$ cat src/rtl/frac_div_pkg.sv
package frac_div_pkg;

  localparam int DIV_W  = 7;
  localparam int FRAC_W = 3;
  localparam int CNT_W  = DIV_W - 1;
  localparam int PH_W   = FRAC_W;
  localparam int WORD_W = 16;

  typedef struct packed {
    logic [CNT_W-1:0]  high;
    logic [CNT_W-1:0]  low;
    logic              edge_b;
    logic              nocount;
    logic              frac_en;
    logic [FRAC_W-1:0] frac;
    logic              wf_rise;
    logic              wf_fall;
    logic [PH_W-1:0]   phase;
  } fd_fields_t;

  // Arithmetic of the encoding, kept in functions for reuse.
  function automatic logic [CNT_W-1:0] fd_half(input logic [DIV_W-1:0] d);
    return d[DIV_W-1:1];
  endfunction

  function automatic logic [CNT_W-1:0] fd_ceil_half(input logic [DIV_W-1:0] d);
    return d[DIV_W-1:1] + CNT_W'(d[0]);
  endfunction

  function automatic logic fd_fall_flag(input logic [DIV_W-1:0] d,
                                        input logic [FRAC_W-1:0] f);
    logic even_d;
    logic one_f;
    even_d = ~d[0];
    one_f  = (f == FRAC_W'(1));
    return (even_d ^ one_f) | ((d == DIV_W'(2)) & one_f);
  endfunction

  function automatic logic [PH_W-1:0] fd_phase(input logic [DIV_W-1:0] d,
                                               input logic [FRAC_W-1:0] f);
    return {d[0], f[FRAC_W-1:1]};
  endfunction

endpackage

$ cat src/rtl/fd_field_calc.sv
module fd_field_calc
  import frac_div_pkg::*;
(
  input  logic [DIV_W-1:0]  div_i,
  input  logic [FRAC_W-1:0] frac_i,
  output fd_fields_t        fields_o,
  output logic              frac_mode_o
);

  logic frac_mode;

  assign frac_mode   = (frac_i != '0);
  assign frac_mode_o = frac_mode;

  always_comb begin
    fields_o         = '0;
    fields_o.high    = fd_half(div_i);
    fields_o.edge_b  = div_i[0];
    fields_o.nocount = (div_i == DIV_W'(1)) & ~frac_mode;
    if (frac_mode) begin
      fields_o.low     = fd_half(div_i);
      fields_o.frac    = frac_i;
      fields_o.frac_en = 1'b1;
      fields_o.wf_rise = ~div_i[0];
      fields_o.wf_fall = fd_fall_flag(div_i, frac_i);
      fields_o.phase   = fd_phase(div_i, frac_i);
    end else begin
      fields_o.low = fd_ceil_half(div_i);
    end
  end

endmodule

$ cat src/rtl/fd_word_pack.sv
module fd_word_pack
  import frac_div_pkg::*;
(
  input  fd_fields_t        fields_i,
  output logic [WORD_W-1:0] cnt_o,
  output logic [WORD_W-1:0] ctl_o,
  output logic [WORD_W-1:0] phase_o
);

  localparam int CNT_PAD = WORD_W - 2 * CNT_W;

  always_comb begin
    cnt_o = {{CNT_PAD{1'b0}}, fields_i.high, fields_i.low};

    ctl_o         = '0;
    ctl_o[14:12]  = fields_i.frac;
    ctl_o[11]     = fields_i.frac_en;
    ctl_o[10]     = fields_i.wf_rise;
    ctl_o[7]      = fields_i.edge_b;
    ctl_o[6]      = fields_i.nocount;

    phase_o        = '0;
    phase_o[13:11] = fields_i.phase;
    phase_o[10]    = fields_i.wf_fall;
  end

endmodule

$ cat src/rtl/fd_out_reg.sv
module fd_out_reg
  import frac_div_pkg::*;
(
  input  logic              clk,
  input  logic              rst_n,
  input  logic              load_i,
  input  logic [WORD_W-1:0] cnt_i,
  input  logic [WORD_W-1:0] ctl_i,
  input  logic [WORD_W-1:0] phase_i,
  output logic              valid_o,
  output logic [WORD_W-1:0] cnt_o,
  output logic [WORD_W-1:0] ctl_o,
  output logic [WORD_W-1:0] phase_o
);

  always_ff @(posedge clk or negedge rst_n) begin
    if (!rst_n) begin
      valid_o <= 1'b0;
      cnt_o   <= '0;
      ctl_o   <= '0;
      phase_o <= '0;
    end else begin
      valid_o <= load_i;
      if (load_i) begin
        cnt_o   <= cnt_i;
        ctl_o   <= ctl_i;
        phase_o <= phase_i;
      end
    end
  end

endmodule

$ cat src/rtl/frac_div_encoder.sv
module frac_div_encoder
  import frac_div_pkg::*;
(
  input  logic              clk,
  input  logic              rst_n,
  input  logic              in_valid,
  output logic              in_ready,
  input  logic [DIV_W-1:0]  in_div,
  input  logic [FRAC_W-1:0] in_frac,
  output logic              out_valid,
  output logic [WORD_W-1:0] out_word_cnt,
  output logic [WORD_W-1:0] out_word_ctl,
  output logic [WORD_W-1:0] out_word_phase
);

  fd_fields_t        fields;
  logic              frac_mode;
  logic              accept;
  logic [WORD_W-1:0] nxt_cnt;
  logic [WORD_W-1:0] nxt_ctl;
  logic [WORD_W-1:0] nxt_phase;

  assign in_ready = rst_n;
  assign accept   = in_valid & in_ready;

  fd_field_calc u_calc (
    .div_i      (in_div),
    .frac_i     (in_frac),
    .fields_o   (fields),
    .frac_mode_o(frac_mode)
  );

  fd_word_pack u_pack (
    .fields_i(fields),
    .cnt_o   (nxt_cnt),
    .ctl_o   (nxt_ctl),
    .phase_o (nxt_phase)
  );

  fd_out_reg u_oreg (
    .clk    (clk),
    .rst_n  (rst_n),
    .load_i (accept),
    .cnt_i  (nxt_cnt),
    .ctl_i  (nxt_ctl),
    .phase_i(nxt_phase),
    .valid_o(out_valid),
    .cnt_o  (out_word_cnt),
    .ctl_o  (out_word_ctl),
    .phase_o(out_word_phase)
  );

endmodule

$ cat config.mk
export PLATFORM = sky130hd
export DESIGN_NAME = frac_div_encoder
export DESIGN_NICKNAME = d
export VERILOG_FILES = /design/src/rtl/frac_div_pkg.sv /design/src/rtl/fd_field_calc.sv /design/src/rtl/fd_word_pack.sv /design/src/rtl/fd_out_reg.sv /design/src/rtl/frac_div_encoder.sv
export SDC_FILE = /design/constraint.sdc
export NUM_CORES = 1
export LEC_CHECK = 0
export ABC_CLOCK_PERIOD_IN_PS = 1100
export BUFFER_PORTS_ARGS = -buffer_cell sky130_fd_sc_hd__buf_2
export CORE_MARGIN = 3
export CORE_UTILIZATION = 50
export CTS_BUF_LIST = sky130_fd_sc_hd__clkbuf_2
export DETAILED_ROUTE_END_ITERATION = 6
export PLACE_DENSITY = 0.87
export SETUP_SLACK_MARGIN = 0.5
export SLEW_MARGIN = 10
export SYNTH_ARGS = -nofsm -noshare
export SYNTH_HDL_FRONTEND = slang
export SYNTH_SLANG_ARGS = --single-unit
$ cat constraint.sdc
create_clock -name clk -period 1.1 [get_ports clk]
set_input_delay 0.22 -clock clk [delete_from_list [all_inputs] [get_ports clk]]
set_output_delay 0.22 -clock clk [all_outputs]
set_load 0.1 [all_outputs]
==> results of run 1 <==
==> cells by family after synthesis <==
group / after synthesis / share of synthesized area
AND/OR/NAND/NOR: 55 / 0.2047
buffers and inverters: 35 / 0.1934
flip-flops: 22 / 0.4504
AO/OA/AOI/OAI: 18 / 0.09110
adder cells (fa/ha/maj): 4 / 0.04094
other: 1 / 0.003068
XOR/XNOR: 1 / 0.007166
multiplexers: 1 / 0.009211
==> per-stage QoR <==
stage	std cells	hold WS, ps
after floorplan	161	-75.59
after detailed placement	208	278.0
after global placement	208	264.7
==> metrics, run 1 <==
outcome=aborted with a tool error; Failed at=clock tree synthesis (4_1_cts); tool error=[ERROR DPL-0038] Utilization greater than 100%, impossible to legalize; number of flops mapped to enable cells by yosys=0; num ports=63; Yosys top cell area share=0.4504; dominant synthesized flop cell=dfrtp_1; most numerous cell in the Yosys netlist=nand2_1; Syn Inst Count=137; number of buffers created by CTS=3; # rows=17; Initial Utilization=0.5371; port bufs=37; die span in x=around 55 um; post_cts resized=60; Post-CTS Hold Fix Bufs=2; area leader, netlist=dfrtp_1; CTS Buffer Depth=2; Placed Area=between 1500 and 2000 sq um; synthesized flop and latch total=22; gpl congestion=~0.84; sequential-to-total area share from yosys stat=0.4504; post-CTS setup buffers=12; synthesized area=between 1000 and 1500 sq um; CTS Root Cell=clkbuf_2; Async S/R FF share, synth=1.000; DIE HEIGHT=~55 um; synth warn=0; H-tree depth=1; Post-DP HPWL=slightly below 3 mm; syn_area_per_cell=~8.9 sq um; Place WS=-265.4 ps; ranking of synthesized cells by area=dfrtp_1, buf_4, nand2_1; top post-synthesis cells by count=nand2_1, buf_4, dfrtp_1; post-synth cell types=26; Num Clock Sinks=22
==> run 2: changes to the inputs <==
--- a/config.mk
+++ b/config.mk
@@ -7,12 +7,10 @@
 export LEC_CHECK = 0
 export ABC_CLOCK_PERIOD_IN_PS = 1100
 export BUFFER_PORTS_ARGS = -buffer_cell sky130_fd_sc_hd__buf_2
-export CORE_MARGIN = 3
-export CORE_UTILIZATION = 50
-export CTS_BUF_LIST = sky130_fd_sc_hd__clkbuf_2
+export CORE_AREA = 3 3 64 66
 export DETAILED_ROUTE_END_ITERATION = 6
-export PLACE_DENSITY = 0.87
-export SETUP_SLACK_MARGIN = 0.5
+export DIE_AREA = 0 0 67 69
+export PLACE_DENSITY_LB_ADDON = 0.15
 export SLEW_MARGIN = 10
 export SYNTH_ARGS = -nofsm -noshare
 export SYNTH_HDL_FRONTEND = slang
==> run 2 against run 1 <==
Effect of this change:
- the flow now finishes, with violations (setup timing)
- synthesized cell count stayed put
- area after synthesis stayed put
==> metrics, run 2 <==
clock period minus worst slack=~1200 ps; gr usage total=0.1286; # fillers=roughly 320; finished layout cell area=~2000 sq um; area of the multi-input gates=around 570 sq um; Net Switching=1.753 mW; failing checks=setup timing; number of buffers created by CTS=3 (unchanged); die span in x=67 um (+21%); Reg area=between 500 and 600 sq um; unrepaired setup endpoints after global routing=true; share of layout cells above drive strength 1=0.4681; Pleak=between 0.9 and 1 nW; number of flops mapped to enable cells by yosys=0 (unchanged); r2r startpoint=u_oreg.phase_o[10]; R2R setup slack=roughly 350 ps; Cell Pwr Density=around 1800 nW/um^2; largest net degree at the start of global routing=24; met1 wire length=about 1.1 mm; Place WS=-299.2 ps (-33.85 ps); port bufs=37 (unchanged); syn_area_per_cell=8.923 sq um (unchanged); critical-path cell list=buf_12; Slew Limit Fails=0; initial antenna violation count=0; worst vdd ir=approximately 0.00075 V; DR WL/cell=between 10 and 15 um; CTS Root Cell=clkbuf_8; post-route insts no fill=236; part of the cycle the worst path needs=1.069; largest registers=u_oreg.cnt_o x12, u_oreg.ctl_o x6, u_oreg.phase_o x3; combinational power share=0.542; Buf/Inv on CP=1; # rows=22 (+5); Worst Path Class, Setup=register to primary output; met3 WL post-DR=around 180 um; Pre-antenna DRT Iters=4; Num Clock Sinks=22 (unchanged); synth warn=0 (unchanged); Final WS setup=-75.86 ps; sequential-to-total area share from yosys stat=0.4504 (unchanged); final wirelength=approximately 2.8 mm; H-tree depth=1 (unchanged); max FFs per register=12; skew final=0 ps; Die Footprint=approximately 4600 sq um; max-cap violations=0; Worst-path clk slew=about 80 ps; final core occ=0.5451; Int Pwr=between 1.5 and 2 mW; n_diodes=0; Power, Total=around 3.5 mW; R2R depth=1; final setup fails=4; Std-Cell Core Area=between 3000 and 4000 sq um; largest reg by FF count=u_oreg.cnt_o; dominant synthesized flop cell=dfrtp_1; num ports=63 (unchanged); synthesized flop and latch total=22 (unchanged); Via density=4.343; post-synth cell types=26 (unchanged); Initial Utilization=0.3364 (-0.2007); DP Cell Count=232 (+12%); Top Metal Used=met4; ranking of synthesized cells by area=dfrtp_1, buf_4, nand2_1; Routed Antenna Nets=0; vias in the first global route=1008; gpl congestion=0.8611 (+2.3%); outcome=complete, but fails checks; DIE HEIGHT=69 um (+24%); global route overflow=0; number of remaining DRC errors=0; area leader, netlist=dfrtp_1; CTS tree=done; Arrival @ worst endpoint=about 960 ps; most numerous cell in the Yosys netlist=nand2_1; Yosys top cell area share=0.4504 (unchanged); DRT iter0 DRCs=39; final hold vios=0; Post-DP HPWL=2.246 mm (-24%); met2 routed WL=1.472 mm; CP max stage cell=dfrtp_4; Syn Inst Count=137 (unchanged); startpoint types=register; top post-synthesis cells by count=nand2_1, buf_4, dfrtp_1; most frequent cells in the layout=nand2_1, buf_12, conb_1; Placed Area=1896 sq um (-3.4%); Hold Crit Class=primary input to asynchronous set/reset pin; Async S/R FF share, synth=1.000 (unchanged); CP delay by family, top=flip-flops; commonest non-fill, non-tap cell in the layout=nand2_1; reg2reg end=u_oreg.phase_o[10]; Skew-Pair Late Insertion Delay=around 260 ps; max incr delay on CP=around 510 ps; CTS Buffer Depth=2 (unchanged); CP Capture Type=primary output; switch share=0.4949; Worst Path Required=a little under 900 ps; critical path depth=1; fin nets=between 200 and 250; Reg power frac=0.294; vias=~1000; maximum clock frequency=between 0.8 and 0.9 GHz; CP max FO=3; Layout area overhead=62.03%; synthesized area=1222 sq um (unchanged); first-pass GRT wire length=between 4 and 5 mm; Clk pwr share=0.164
==> run 2: cells by family after synthesis <==
logic type                 after synthesis  share of synthesized area
buffers and inverters                   35                     0.1934
adders and majority gates                4                    0.04094
DFF                                     22                     0.4504
muxes                                    1                   0.009211
AOI/OAI and AO/OA                       18                    0.09110
other                                    1                   0.003068
xor gates and xnor gates                 1                   0.007166
and+or+nand+nor                         55                     0.2047
==> run 2: area by class of cell <==
cell class | instances | area share
sequential | 22 | 0.2944
multi-input combinational | 104 | 0.2862
inverter | 4 | 0.007581
timing repair buffer | 54 | 0.3538
clock buffer | 4 | 0.02780
tap | 48 | 0.03032
==> run 2: worst min-delay path, stage by stage <==
cell   delay [ps]
buf_2          90
buf_4         120
buf_4         280
==> run 2: power groups by stage <==
stage	registers, mW	clock network (mW)	logic (mW)
CTS	1.04	0.601	1.92
floorplan	1.71	0	0.670
finish	1.04	0.580	1.92
detailed placement	1.06	0	1.92
global placement	1.06	0	1.91
global route	1.06	0.629	1.98
==> run 2: worst max path at each step <==
stage,to,startpoint,slack [ps]
after floorplan,u_oreg.cnt_o[4],in_frac[0],-70
after global placement,u_oreg.cnt_o[2],in_div[0],-210
after detailed placement,u_oreg.cnt_o[2],in_div[0],-300
after CTS,out_word_ctl[14],u_oreg.phase_o[12],-80
after global routing,out_word_phase[12],u_oreg.phase_o[12],-100
final,out_word_ctl[14],u_oreg.phase_o[12],-80
==> run 2: timing repair <==
action,in CTS,in global routing
setup buffers,0,0
resized for setup,1,4
setup endpoints to repair,5,26
endpoints found under the hold margin,0,0
hold buffers,0,0
pin swaps,0,1
==> run 2: metrics by stage <==
| step | hold slack [ps] | TNS [ps] |
|---|---|---|
| global placement | 349.8 | -1306 |
| CTS | 60.85 | -325.7 |
| detailed placement | 349.3 | -1528 |
| global route | 80.34 | -497.8 |
| finish | 56.70 | -298.3 |
| floorplan | -75.59 | -179.2 |
==> run 2: per-layer routing <==
layer / up-vias / global-route usage
met3: 4 / 0.02117
met4: 0 / 0.06306
li1: 499 / -
met1: 482 / 0.1524
met2: 40 / 0.2183
met5: - / 0
Note: power is estimated with default switching activity, not from simulation.
